[src/rtl/sfc_pkg.sv]
// Shared definitions for the scaling-free rotation stage.
// Assumes nothing beyond the two-lane (x, y) organisation of the datapath.
package sfc_pkg;
    typedef enum int {LANE_X = 0, LANE_Y = 1} lane_e;
    localparam int NUM_LANES = 2;
    localparam int DEF_GUARD = 2;
endpackage

[src/rtl/sfc_cos_term.sv]
// Cosine product: v*(1 - a^2/2) with a = 2^-s, formed as v - (v >>> (2s+1)).
// Assumes v is already sign-extended with guard bits, so that no overflow can occur.
module sfc_cos_term #(
    parameter int W       = 18,
    parameter int SHIFT_W = 4
) (
    input  logic signed [W-1:0]       v,
    input  logic        [SHIFT_W-1:0] s,
    output logic signed [W-1:0]       res
);
    localparam int AMT_W = SHIFT_W + 2;
    logic [AMT_W-1:0] amt;

    // Shift amount for the square term, then the subtraction.
    always_comb begin
        amt = (AMT_W'(s) << 1) + AMT_W'(1);
        res = v - (v >>> amt);
    end
endmodule

[src/rtl/sfc_sin_term.sv]
// Sine product: v*(a - a^3/8) with a = 2^-s, formed as (v >>> s) - (v >>> (3s+3)).
// Assumes a sign-extended operand. An oversized shift fills with the sign bit.
module sfc_sin_term #(
    parameter int W       = 18,
    parameter int SHIFT_W = 4
) (
    input  logic signed [W-1:0]       v,
    input  logic        [SHIFT_W-1:0] s,
    output logic signed [W-1:0]       res
);
    localparam int AMT_W = SHIFT_W + 2;
    logic [AMT_W-1:0] amt3;

    // Shift amount for the cubic term, then the difference of the two shifted copies.
    always_comb begin
        amt3 = AMT_W'(s) * AMT_W'(3) + AMT_W'(3);
        res  = (v >>> s) - (v >>> amt3);
    end
endmodule

[src/rtl/sfc_sat.sv]
// Clamps a wide signed value into OUT_W bits.
// Assumes IN_W > OUT_W.
module sfc_sat #(
    parameter int IN_W  = 18,
    parameter int OUT_W = 16
) (
    input  logic signed [IN_W-1:0]  v,
    output logic signed [OUT_W-1:0] res
);
    logic fits;

    // The value fits when every bit above the output sign bit copies that sign bit.
    always_comb begin
        fits = (&v[IN_W-1:OUT_W-1]) | ~(|v[IN_W-1:OUT_W-1]);
        if (fits)
            res = v[OUT_W-1:0];
        else if (v[IN_W-1])
            res = {1'b1, {(OUT_W-1){1'b0}}};
        else
            res = {1'b0, {(OUT_W-1){1'b1}}};
    end
endmodule

[src/rtl/sfc_rot_stage.sv]
// One micro-rotation of a scaling-free rotator. The lanes are cross-coupled through
// the cosine and sine shift-add terms, saturated, and registered once.
// Assumes the shift is at least 2 on non-skipped operands. No back-pressure.
module sfc_rot_stage #(
    parameter int DATA_W  = 16,
    parameter int GUARD_W = sfc_pkg::DEF_GUARD,
    parameter int SHIFT_W = 4
) (
    input  logic                     clk,
    input  logic                     rst_n,
    input  logic                     in_valid,
    input  logic signed [DATA_W-1:0] in_x,
    input  logic signed [DATA_W-1:0] in_y,
    input  logic [SHIFT_W-1:0]       in_shift,
    input  logic                     in_skip,
    output logic                     out_valid,
    output logic signed [DATA_W-1:0] out_x,
    output logic signed [DATA_W-1:0] out_y
);
    import sfc_pkg::*;
    localparam int W = DATA_W + GUARD_W;

    logic signed [W-1:0]      lane_in  [NUM_LANES];
    logic signed [W-1:0]      cos_out  [NUM_LANES];
    logic signed [W-1:0]      sin_out  [NUM_LANES];
    logic signed [W-1:0]      lane_sum [NUM_LANES];
    logic signed [DATA_W-1:0] lane_sat [NUM_LANES];

    // Sign-extend both coordinates into the guarded width.
    always_comb begin
        lane_in[LANE_X] = {{GUARD_W{in_x[DATA_W-1]}}, in_x};
        lane_in[LANE_Y] = {{GUARD_W{in_y[DATA_W-1]}}, in_y};
    end

    for (genvar g = 0; g < NUM_LANES; g++) begin : g_lane
        sfc_cos_term #(.W(W), .SHIFT_W(SHIFT_W)) u_cos (
            .v(lane_in[g]), .s(in_shift), .res(cos_out[g]));
        sfc_sin_term #(.W(W), .SHIFT_W(SHIFT_W)) u_sin (
            .v(lane_in[g]), .s(in_shift), .res(sin_out[g]));
        sfc_sat #(.IN_W(W), .OUT_W(DATA_W)) u_sat (
            .v(lane_sum[g]), .res(lane_sat[g]));
    end

    // Cross-coupled update: x uses -sin(y) and y uses +sin(x).
    always_comb begin
        lane_sum[LANE_X] = cos_out[LANE_X] - sin_out[LANE_Y];
        lane_sum[LANE_Y] = cos_out[LANE_Y] + sin_out[LANE_X];
    end

    // Result register with a skip bypass; the outputs hold while no operand arrives.
    always_ff @(posedge clk) begin
        if (!rst_n) begin
            out_valid <= 1'b0;
            out_x     <= '0;
            out_y     <= '0;
        end else begin
            out_valid <= in_valid;
            if (in_valid) begin
                out_x <= in_skip ? in_x : lane_sat[LANE_X];
                out_y <= in_skip ? in_y : lane_sat[LANE_Y];
            end
        end
    end
endmodule

[config.mk]
export PLATFORM = sky130hd
export DESIGN_NAME = sfc_rot_stage
export DESIGN_NICKNAME = d
export VERILOG_FILES = /design/src/rtl/sfc_pkg.sv /design/src/rtl/sfc_cos_term.sv /design/src/rtl/sfc_sin_term.sv /design/src/rtl/sfc_sat.sv /design/src/rtl/sfc_rot_stage.sv
export SDC_FILE = /design/constraint.sdc
export NUM_CORES = 1
export LEC_CHECK = 0
export BUFFER_PORTS_ARGS = -buffer_cell sky130_fd_sc_hd__buf_2
export CELL_PAD_IN_SITES_DETAIL_PLACEMENT = 1
export CELL_PAD_IN_SITES_GLOBAL_PLACEMENT = 1
export CORE_MARGIN = 3
export CORE_UTILIZATION = 42
export DETAILED_ROUTE_END_ITERATION = 12
export HOLD_SLACK_MARGIN = 0.08
export PLACE_DENSITY = 0.89
export SETUP_SLACK_MARGIN = 0.02
export SLEW_MARGIN = 20
export SYNTH_ARGS = -nofsm -noshare
export SYNTH_HDL_FRONTEND = slang
export SYNTH_SLANG_ARGS = --single-unit
[constraint.sdc]
create_clock -name clk -period 6.6 [get_ports clk]
set_input_delay 0.66 -clock clk [delete_from_list [all_inputs] [get_ports clk]]
set_output_delay 0.66 -clock clk [all_outputs]
set_load 0.05 [all_outputs]
# == After elaboration in Yosys (flattened, before gate mapping) ==
# Cells that the tools add are included.
# word_totals
reg_bits,33
elab_cells,32
input_bits,40
out_inout_bits,33
# op_classes
n_addsub,8
n_reduce_logical,4
muxes,6
multipliers,1
shift,6
bitwise_logic,4
# op_table
op,n
$mux W16,6
$sshr A16 B6 Y18,4
$sub A18 B18 Y18,3
$sshr A16 B4 Y18,2
$sub A16 B18 Y18,2
$add A18 B18 Y18,1
$add A5 B1 Y6 const B,1
$add A6 B2 Y6 const B,1
$mul A4 B2 Y6 const B,1
$reduce_and A3 Y1,2
$reduce_or A3 Y1,2
$not A1 Y1,2
$or A1 B1 Y1,2

# == Depth between registers and ports, before layout ==
# Gate-level depths: netlist of the first run.
# logic_depth
word_depth,10
mapped_depth,29
depth_no_buf,25

# == Hierarchy ==
# Synthesis of the first run repeated with hierarchy kept, for this count alone.
# hier_totals
hier_cells,1607
area_unflattened_um2,12260.5
# modules_own_cells
mod,seq_area_each_um2,area_each_um2,instances,cells_each
sfc_sin_term,0.0,2703.8,2,342
sfc_rot_stage,660.6,3294.4,1,391
sfc_cos_term at g_lane[0].u_cos,0.0,1515.2,1,220
sfc_cos_term at g_lane[1].u_cos,0.0,1402.6,1,204
sfc_sat,0.0,320.3,2,54

# == Worst setup path before layout of the first run ==
# Ideal clock, no wire load.
# synth_timing
path_kind,input -> register
startpoint,input in_shift[0]
endpoint,register out_y[14]
cell_stages,24
setup_time_ns,0.088
path_buffers,4
slack_ns,-0.168
t_arrival_ns,6.680
required_ns,6.512
path_cell_list,buf_2 > clkinv_1 > clkbuf_1 > ha_1 > clkbuf_1 > buf_1 > mux4_2 > nor2_1 > nor3_1 > o21ai_0 > nand2_1 > fa_1 > fa_1 > inv_1 > ha_1 > fa_1 > a211oi_1 > o311a_1 > nor4_1 > o31a_1 > or3_1 > mux2i_2 > a221oi_2 > a311oi_2
# synth_via
elab_chain_len,10
elab_cells_between_ends,16
classes_between,add/sub: 5; mul: 1; shift: 3; mux: 3; bitwise: 2; reduce/logical: 2
# synth_lines
element,line,source
start: declaration,sfc_rot_stage.sv:14,"input logic [SHIFT_W-1:0] in_shift,"
$mul A4 B2 Y6,sfc_sin_term.sv:16,amt3 = AMT_W'(s) * AMT_W'(3) + AMT_W'(3);
$add A6 B2 Y6,sfc_sin_term.sv:16,
$sshr A16 B6 Y18,sfc_sin_term.sv:17,res = (v >>> s) - (v >>> amt3);
$sub A18 B18 Y18,sfc_sin_term.sv:17,
$add A18 B18 Y18 (*),sfc_rot_stage.sv:47,lane_sum[LANE_Y] = cos_out[LANE_Y] + sin_out[LANE_X];
$reduce_or A3 Y1,sfc_sat.sv:14,fits = (&v[IN_W-1:OUT_W-1]) | ~(|v[IN_W-1:OUT_W-1]);
$not A1 Y1,sfc_sat.sv:14,
$or A1 B1 Y1,sfc_sat.sv:14,
$mux W16 (*),sfc_sat.sv:15,if (fits)
$mux W16 (*),sfc_rot_stage.sv:60,out_y <= in_skip ? in_y : lane_sat[LANE_Y];
end signal: assignment,sfc_rot_stage.sv:60,
end: declaration,sfc_rot_stage.sv:18,output logic signed [DATA_W-1:0] out_y
# Every way passes the cells marked *; elsewhere a longest branch is shown, timed or not.
# A chain may end at the register's enable or synchronous reset.

# == Worst setup path after layout of the first run ==
# layout_timing
startpoint,input in_shift[2]
endpoint,register out_y[5]
# The elaborated chain is that of the path after synthesis.

==> qor.yml, run 1 <==
yosysTopAreaCell: "fa_1"
final_cells: 1357
insertion_delay_ps: 290
antennaDiodeCount: 0
avgViaCountPerCell: 6.592
tns_ps: 0
p_leak_nw: 3.916
ios: 73
synth_top_area_share_pct: 15.69
power.switching_w: 0.002022
cp_cell_sequence: "buf_2 -> inv_1 -> ha_1 -> inv_1 -> ha_1 -> nor2b_1 -> nand3_1 -> o21ai_0 -> and2_1 -> o21ai_0 -> nand2_1 -> o21ai_0 -> fa_1 -> fa_1 -> ha_1 -> a21oi_2 -> o31ai_2 -> a211o_4 -> and2_4 -> or3_1 -> or3_1 -> nand2b_1 -> o21ai_1 -> o21ai_0"
placed_area_sq_um: 8914
syn_nets: 1201
ys_async_sr_fraction_pct: 0
design.die.area_sq_um: 21160
cp_slowest_stage_delay_ps: 530
syn_area_sq_um: 8168
grt_overflow: 0
drive_gt1_share_pct: 17.87
dp_hpwl_um: 27120
routed_wl_um: 34930
vias: 8945
irDropWorstVdd_uv: 150.5
fin_area_sq_um: 9111
p_per_area_nw_per_um2: 399.9
first_global_vias: 8942
netSwitchingFraction_pct: 55.50
relSlewSlack_pct: 32.22
ys.flop_type: "dfxtp_1"
postSynthCellCount: 1051
layout_commonest_cell: "o21ai_0"
p_int_w: 0.001621
portBuffers: 72
start_kind: "input pin"
mostFrequentLayoutCells: "o21ai_0, nor2_1, nand2_1"
hold_path.class: "reg2reg"
antenna_found_initial: 0
finalHoldViolations: 0
rsz0062_at_grt: "false"
path_class: "in2reg"
fin_nets: 1246
clockBufferDepth: 2
area_growth_pct: 11.55
cts_tree: "done"
cpMostUsedCell: "o21ai_0"
ys_types: 71
core_area_sq_um: 18890
worstSetupStartpoint: "in_shift[2]"
finalSetupViolCount: 0
path_buf_inv: 3
rows: 50
cts_sinks: 33
finalCritPeriodShare_pct: 94.38
final_antenna_net_count: 0
initialDrtViolationCount: 1060
path_clk_slew_ps: 60
initial_core_util_pct: 43.23
fmax_mhz: 160.5
synth_edf_count: 0
critPathTopFamily: "simple AND/OR/NAND/NOR gates"
ctsRootBufferMaster: "clkbuf_16"
outcome: "complete, no violations"
power.share.combinational_pct: 83.5
drv_slew: 0
maxCapViolations: 0
htreeDepth: 2
pwr-share-seq_pct: 7.8
dr.pass1.iters: 6
drc_errors: 0
ys_seq_area_share_pct: 8.088
skew_ps: 0
ys_warn_count: 0
synth_area_leaders: "fa_1, mux4_2, dfxtp_1"
clkPwrFrac_pct: 8.7
gp_congestion: 1.012
cp.required_ps: 6800
ys_ff_latch: 33
die_height_um: 145.5
grt_pass1_wl_um: 53440
cp.arrival_ps: 6430
worstReg2RegStart: "out_y[11]"
die_w_um: 145.5
grt_max_degree: 65
cts_buffers: 5
cp-end-kind: "flop"
wire_per_inst_um: 25.74
hp-start: "out_y[4]"
syn_area_per_cell_sq_um: 7.771
critical-path-slowest-cell: "fa_1"
tightest_slew_ps: 1015
post_cts_buffers: 0
dp.cells: 1349
period_needed_ps: 6229
critical_path.max_fanout: 7
track_usage_pct: 31.91
-- area by class of cell --
type,count,area (sq um)
Inverter,53,198.9
Sequential cell,33,660.6
Clock inverter,3,68.82
Timing Repair Buffer,118,708.2
Tap cell,260,325.3
Multi-Input combinational cell,885,7024
Clock buffer,5,125.1
Fill cell,2387,9782
-- power by group through the flow --
stage	combinational [W]	clock [W]	sequential, W
global route	0.00327	0.000326	0.000294
CTS	0.00298	0.000319	0.000286
floorplan	0.00191	0	0.000484
detailed placement	0.00294	0	0.000289
finish	0.00304	0.000317	0.000286
global placement	0.00283	0	0.000287
-- metal layers --
metal  track usage (%)  up-vias  share of wire [%]
li1                  -     3878                  -
met1             43.30     4371                 39
met2             52.00      570                 46
met3             3.239      126                 10
met4             13.87        0                4.9
met5                 0        -                  0
-- cell usage after synthesis (all sizes together), types with 3 or more instances --
library cell	count
clkbuf	67
xnor2	20
nor3	17
nor2	107
o2bb2ai	3
o211ai	12
nor2b	5
nand2b	6
or3	6
or2	4
nand2	105
dfxtp	33
nor4	3
ha	46
xor2	16
mux4	33
and3	6
o21ai	135
inv	51
o221ai	6
o21a	12
o31ai	4
a22o	3
a31o	5
a21boi	4
o22ai	8
a31oi	17
a21o	15
buf	13
fa	64
mux2i	53
a211o	5
a221oi	6
mux2	7
o21bai	10
nand3	8
a2111oi	3
a211oi	9
a21oi	98
and2	6
-- what timing repair did --
action                                  CTS  global route
hold buffers                              0             0
gates resized for setup                   0             2
endpoints found under the setup margin    0            13
-- logic make-up after synthesis --
family                   synth area share, %
buffers and inverters                  6.173
adder cells (fa/ha/maj)                22.73
multiplexers                           16.61
AND/OR/NAND/NOR                        14.78
AO/OA/AOI/OAI                          27.76
XOR/XNOR                               3.860
flip-flops                             8.088
-- through the flow --
| stage | utilization, % | total power [W] | setup slack [ps] | hold slack [ps] |
|---|---|---|---|---|
| floorplan | - | 0.002391 | 48.21 | 662.4 |
| global placement | 47.18 | 0.003120 | 235.2 | 432.4 |
| detailed placement | 47.18 | 0.003227 | 161.2 | 442.1 |
| CTS | 48.21 | 0.003581 | 438.9 | 455.5 |
| global route | 48.23 | 0.003894 | 38.89 | 469.0 |
| finish | 48.23 | 0.003644 | 371.0 | 450.7 |
-- worst reg2reg max path, cell delays in order (launching register included) --
cell	delay, ps
dfxtp_1	310
o21ai_0	320
nor2_1	90
nand3_1	130
o21ai_0	110
-- flip-flops by register name, indices dropped and copies added, names as in the netlist --
signal,count
out_valid,1
out_x,16
out_y,16
-- worst paths after layout --
kind / to / slack [ps] / depth (start not counted)
worst max-delay path: out_y[5] / 370 / 24
worst min-delay path: out_y[4] / 450 / 2
worst max register to register: out_y[11] / 5510 / 4
worst min register to register: out_y[4] / 450 / 2
Power figures use the tool's default switching activity.
==> run 2: changes to the inputs <==
--- a/config.mk
+++ b/config.mk
@@ -9,11 +9,11 @@
 export CELL_PAD_IN_SITES_DETAIL_PLACEMENT = 1
 export CELL_PAD_IN_SITES_GLOBAL_PLACEMENT = 1
 export CORE_MARGIN = 3
-export CORE_UTILIZATION = 42
+export CORE_UTILIZATION = 50
 export DETAILED_ROUTE_END_ITERATION = 12
 export HOLD_SLACK_MARGIN = 0.08
-export PLACE_DENSITY = 0.89
-export SETUP_SLACK_MARGIN = 0.02
+export PLACE_DENSITY = 0.95
+export SETUP_SLACK_MARGIN = 0.4
 export SLEW_MARGIN = 20
 export SYNTH_ARGS = -nofsm -noshare
 export SYNTH_HDL_FRONTEND = slang
==> constraint.sdc (replaced) <==
create_clock -name clk -period 7.85 [get_ports clk]
set_input_delay 0.785 -clock clk [delete_from_list [all_inputs] [get_ports clk]]
set_output_delay 0.785 -clock clk [all_outputs]
set_load 0.05 [all_outputs]
==> run 2 against run 1 <==
Against the previous run:
- core utilization is 7.1 points higher
- die area is 15% lower
- clock skew stayed put
- global-route usage is 7.8 points higher
- wire length is 5.1% higher
- final cell count is 5.5% lower
- via count is 5.3% higher
- total power is 17% lower
- worst hold slack worse by 5.0 ps
- clock power is 34% lower
- critical path type unchanged
==> qor.yml, run 2 (same netlist as run 1, synthesis figures left out) <==
crit_cells: 25  # +4.2%
vias: 9415  # +5.3%
fmax_mhz: 138.3
cp.arrival_ps: 7390  # +960 ps
cts_tree: "done"
skew_ps: 0  # unchanged
gp_congestion: 0.9971  # -1.5%
fin_nets: 1216  # -2.4%
reg_top3: "out_x: 16 flops, out_y: 16 flops, out_valid: 1 flops"
antenna_found_initial: 1  # +1
cp.required_ps: 8010  # +1210 ps
hold_path.class: "reg2reg"
path_class: "in2reg"
worstRegToRegCells: 4  # unchanged
p_per_area_nw_per_um2: 342.2  # -14%
regToRegSetupSlack_ps: 6980  # +1470 ps
insertion_delay_ps: 280  # about the same
rows: 46  # -8.0%
routed_wl_um: 36720  # +5.1%
irDropWorstVdd_uv: 189.5  # +26%
dp_hpwl_um: 27610  # +1.8%
initialDrtViolationCount: 1118  # +5.5%
drive_gt1_share_pct: 15.84  # -2.0 points
layout_commonest_cell: "o21ai_0"
holdWs_ps: 445.7  # -5.035 ps
grt_overflow: 0  # unchanged
critical_path.max_fanout: 43  # +36
drv_slew: 0  # unchanged
ios: 73  # unchanged
start_kind: "input pin"
grtUsageMet2_pct: 62.86  # +11 points
cts_sinks: 33  # unchanged
reg2reg_to: "out_y[11]"
final_antenna_net_count: 0  # unchanged
path_clk_slew_ps: 60  # about the same
critPathTopFamily: "compound AO/OA/AOI/OAI gates"
cp_slowest_stage_delay_ps: 510  # -20 ps
period_needed_ps: 7231
rsz0062_at_grt: "false"
ctsRootBufferMaster: "clkbuf_16"
grt_use_met1_pct: 47.67  # +4.4 points
initial_core_util_pct: 51.23  # +8.0 points
design.die.area_sq_um: 17910  # -15%
finalSetupViolCount: 0  # unchanged
htreeDepth: 2  # unchanged
min_to: "out_y[3]"
path_buf_inv: 4  # +1
first_global_vias: 9564  # +7.0%
cp-end-kind: "flop"
worstReg2RegStart: "out_y[11]"
die_w_um: 133.8  # -8.0%
area_growth_pct: 8.012
tightest_slew_ps: 1195  # +180.6 ps
avgViaCountPerCell: 7.338  # +11%
maxCapViolations: 0  # unchanged
busiest_layer: "met2"
drc_errors: 0  # unchanged
critical-path-slowest-cell: "fa_1"
tns_ps: 0  # unchanged
dr.pass1.iters: 6  # unchanged
clockBufferDepth: 2  # unchanged
outcome: "complete, no violations"
wire_per_inst_um: 28.62  # +11%
min_path_cells: 2  # unchanged
post_cts_buffers: 0  # unchanged
antennaDiodeCount: 0  # unchanged
mostFrequentLayoutCells: "o21ai_0, nor2_1, nand2_1"
p_leak_nw: 3.758  # -4.1%
grt_max_degree: 59  # -9.2%
relSlewSlack_pct: 20.05  # -12 points
die_height_um: 133.8  # -8.0%
grt_pass1_wl_um: 55410  # +3.7%
finalHoldViolations: 0  # unchanged
finalCritPeriodShare_pct: 92.12
core_area_sq_um: 15940  # -16%
track_usage_pct: 39.69  # +7.8 points
grtUsageMet3_pct: 11.07  # +7.8 points
cts_buffers: 5  # unchanged
portBuffers: 72  # unchanged
hp-start: "out_y[3]"
[run 2: changes by cell type in the layout (fill, tap and decap cells not counted), sizes merged]
cell    delta
buf       -30
bufinv     -2
clkbuf     +2
clkinv     +1
inv        -1
[run 2: cell type report]
type	instances	area [sq um]
Clock buffer	7	152.6
Tap cell	216	270.3
Clock inverter	1	5.005
Timing Repair Buffer	88	486.7
Sequential cell	33	660.6
Fill cell	2020	7121
Multi-Input combinational cell	885	7048
Inverter	53	198.9
[run 2: worst max path at each step]
stage / startpoint / end / slack, ps
final: in_shift[0] / out_y[12] / 620
after global routing: in_shift[0] / out_y[10] / 380
after CTS: in_shift[0] / out_y[12] / 480
after detailed placement: in_shift[0] / out_y[12] / 200
after global placement: in_shift[0] / out_x[10] / 780
after floorplan: in_shift[0] / out_y[14] / 960
[run 2: worst register-to-register path: stages (launching register included)]
cell and delay, ps:
dfxtp_1 300, o21ai_0 200, nor2_1 70, nand3_1 90
o21ai_0 80
[run 2: timing repair]
item	in CTS	in global routing
resized for setup	1	9
endpoints found under the setup margin	8	16
hold buffers	0	0
[run 2: stage by stage]
step	utilization (%)	total power [W]	setup WS (ps)	cell area (sq um)	cells
finish	55.34	0.003019	618.9	8822	1283
global route	55.34	0.003189	384.5	8822	1283
CTS	55.12	0.002915	484.0	8787	1283
detailed placement	54.10	0.002675	200.5	8626	1275
global placement	54.10	0.002524	784.9	8626	1275
floorplan	-	0.002008	957.1	8168	1051
[run 2: power breakdown]
| part | internal, W | total, W | switching [W] |
|---|---|---|---|
| logic | 0.000913 | 0.00256 | 0.00165 |
| registers | 0.000216 | 0.000245 | 0.0000286 |
| clock network | 0.000134 | 0.000209 | 0.0000752 |
| total | 0.00126 | 0.00302 | 0.00176 |
[run 2: routing by layer]
metal,routed length (um),part of all wire (%)
met1,12690,35
met2,16200,44
met3,4628,13
met4,3187,8.7
met5,13,0.035
==> run 3: changes to the inputs <==
--- a/config.mk
+++ b/config.mk
@@ -13,6 +13,7 @@
 export DETAILED_ROUTE_END_ITERATION = 12
 export HOLD_SLACK_MARGIN = 0.08
 export PLACE_DENSITY = 0.95
+export REMOVE_ABC_BUFFERS = 1
 export SETUP_SLACK_MARGIN = 0.4
 export SLEW_MARGIN = 20
 export SYNTH_ARGS = -nofsm -noshare
==> run 3 against run 2 <==
Against the previous run:
- via count shrank 0.54%
- die area is the same
- sequential share of layout area is essentially flat
- clock-buffer cell count is the same
- global-route usage grew 0.41 points
- worst hold slack lost 2.0 ps
- critical endpoint is now out_y[10]
- critical path depth is the same
==> qor.yml, run 3 (same netlist as run 1, synthesis figures left out) <==
outcome: "complete, no violations"
die_w_um: 133.8  # unchanged
final_antenna_net_count: 0  # unchanged
fin_area_sq_um: 8807  # -0.17%
grt_max_degree: 75  # +27%
cts_sinks: 33  # unchanged
critical_path.max_fanout: 22  # -49%
min_path_cells: 2  # unchanged
ios: 73  # unchanged
ctsRootBufferMaster: "clkbuf_16"
finalSetupViolCount: 0  # unchanged
path_clk_slew_ps: 60  # about the same
min_to: "out_y[6]"
routed_wl_um: 36480  # -0.65%
htreeDepth: 2  # unchanged
hold_path.class: "reg2reg"
area_growth_pct: 7.828
wire_per_inst_um: 28.32  # -1.0%
post_cts_resized: 0  # -1
p_leak_nw: 3.760  # about the same
die_height_um: 133.8  # unchanged
regToRegSetupSlack_ps: 6980  # about the same
drv_slew: 0  # unchanged
gp_congestion: 1.012  # +1.5%
p_per_area_nw_per_um2: 338.4  # -1.1%
rsz0062_at_grt: "false"
cts_buffers: 5  # unchanged
cp.required_ps: 8060  # +50 ps
core_area_sq_um: 15940  # unchanged
portBuffers: 72  # unchanged
path_class: "in2reg"
power.switching_w: 0.001733  # -1.3%
initialDrtViolationCount: 1439  # +29%
vias: 9364  # -0.54%
grt_overflow: 0  # unchanged
avgViaCountPerCell: 7.270  # -0.93%
period_needed_ps: 7076  # -155.2 ps
netSwitchingFraction_pct: 58.14  # about the same
rows: 46  # unchanged
layout_commonest_cell: "o21ai_0"
fmax_mhz: 141.3  # +2.2%
tns_ps: 0  # unchanged
cts_hold_buf: 0  # unchanged
holdWs_ps: 443.6  # -2.026 ps
fin_nets: 1219  # +0.25%
first_global_vias: 9751  # +2.0%
cp-end-kind: "flop"
p_int_w: 0.001248  # -1.3%
cts_tree: "done"
worstRegToRegCells: 2  # -2
cp.arrival_ps: 7290  # -100 ps
tightest_slew_ps: 1137  # -58.12 ps
maxCapViolations: 0  # unchanged
irDropWorstVdd_uv: 161.6  # -15%
track_usage_pct: 40.10  # +0.41 points
reg2reg_to: "out_y[14]"
antenna_found_initial: 3  # +2
design.die.area_sq_um: 17910  # unchanged
grt_pass1_wl_um: 55810  # +0.72%
finalCritPeriodShare_pct: 90.14  # -2.0 points
drc_errors: 0  # unchanged
placed_area_sq_um: 8651  # +0.29%
power.share.combinational_pct: 84.8  # -0.2 points
start_kind: "input pin"
post_cts_buffers: 0  # unchanged
drive_gt1_share_pct: 15.53  # -0.31 points
mostFrequentLayoutCells: "o21ai_0, nor2_1, nand2_1"
initial_core_util_pct: 51.23  # unchanged
pwr-share-seq_pct: 8.1  # about the same
reg_top3: "out_x: 16 flops, out_y: 16 flops, out_valid: 1 flops"
finalHoldViolations: 0  # unchanged
insertion_delay_ps: 300  # +20 ps
clockBufferDepth: 2  # unchanged
clkPwrFrac_pct: 7.1  # +0.2 points
relSlewSlack_pct: 23.91  # +3.9 points
worstReg2RegStart: "out_y[14]"
hp-start: "out_y[6]"
dp_hpwl_um: 25630  # -7.2%
dr.pass1.iters: 6  # unchanged
skew_ps: 0  # unchanged
run 3: changes by cell type in the layout (fill, tap and decap cells not counted), moves of 2 or more:
cell and delta:
diode_2 +3, o21ai_1 +2, nand2_1 +2, a2111oi_0 +2, buf_4 +4, nand2_2 -2
run 3: stage by stage:
step,utilization [%],worst slack (ps),instances,power (W)
after floorplan,-,372.7,971,0.001970
after global placement,54.26,1079,1278,0.002445
after detailed placement,54.26,759.5,1278,0.002604
after CTS,55.16,940.7,1285,0.002894
after global routing,55.20,475.1,1285,0.003154
final,55.24,774.1,1288,0.002981
run 3: layout make-up:
| type | instances | area, sq um |
|---|---|---|
| fillers | 2019 | 7136 |
| multi-input cells | 885 | 7022 |
| flip-flops and latches | 33 | 660.6 |
| repair buffers | 91 | 505.5 |
| well taps | 216 | 270.3 |
| inverters | 53 | 198.9 |
| clock buffers | 7 | 142.6 |
| diodes | 3 | 7.507 |
run 3: power by group through the flow:
stage	sequential (W)	clock, W	combinational, W
after floorplan	0.000407	0	0.00156
after global placement	0.000242	0	0.00220
after detailed placement	0.000244	0	0.00236
after CTS	0.000241	0.000212	0.00244
after global routing	0.000247	0.000219	0.00269
final	0.000242	0.000212	0.00253
run 3: worst max-delay path by stage:
stage	endpoint	depth (start not counted)	start	slack, ps
final	out_y[10]	25	in_shift[2]	770
after global routing	out_y[10]	25	in_shift[0]	480
after CTS	out_y[10]	22	in_shift[0]	940
after detailed placement	out_y[14]	24	in_shift[0]	760
after global placement	out_x[13]	19	in_shift[0]	1080
after floorplan	out_y[14]	22	in_shift[0]	370
run 3: layer usage:
metal | vias to the layer above | global-route usage [%] | part of all wire (%)
met2 | 800 | 62.44 | 44
li1 | 3816 | - | -
met5 | - | 0 | 0.093
met1 | 4461 | 47.93 | 35
met4 | 2 | 24.74 | 8.0
met3 | 285 | 13.43 | 13
run 3: worst max-delay path, cell delays in order:
cell and delay (ps):
buf_2 280, inv_1 100, ha_1 290, inv_1 40, ha_1 340, nor2b_1 190, nand3_1 80, o21ai_0 110
nand2_1 380, nor2_1 240, buf_4 280, o21ai_0 190, o21ai_0 190, fa_1 510, fa_1 450, ha_1 370
o211ai_1 110, o21ai_1 320, nor3b_1 420, a2111oi_0 170, o221ai_1 400, nand2_1 170, nand2_1 430, o22ai_1 190
o21ai_0 210
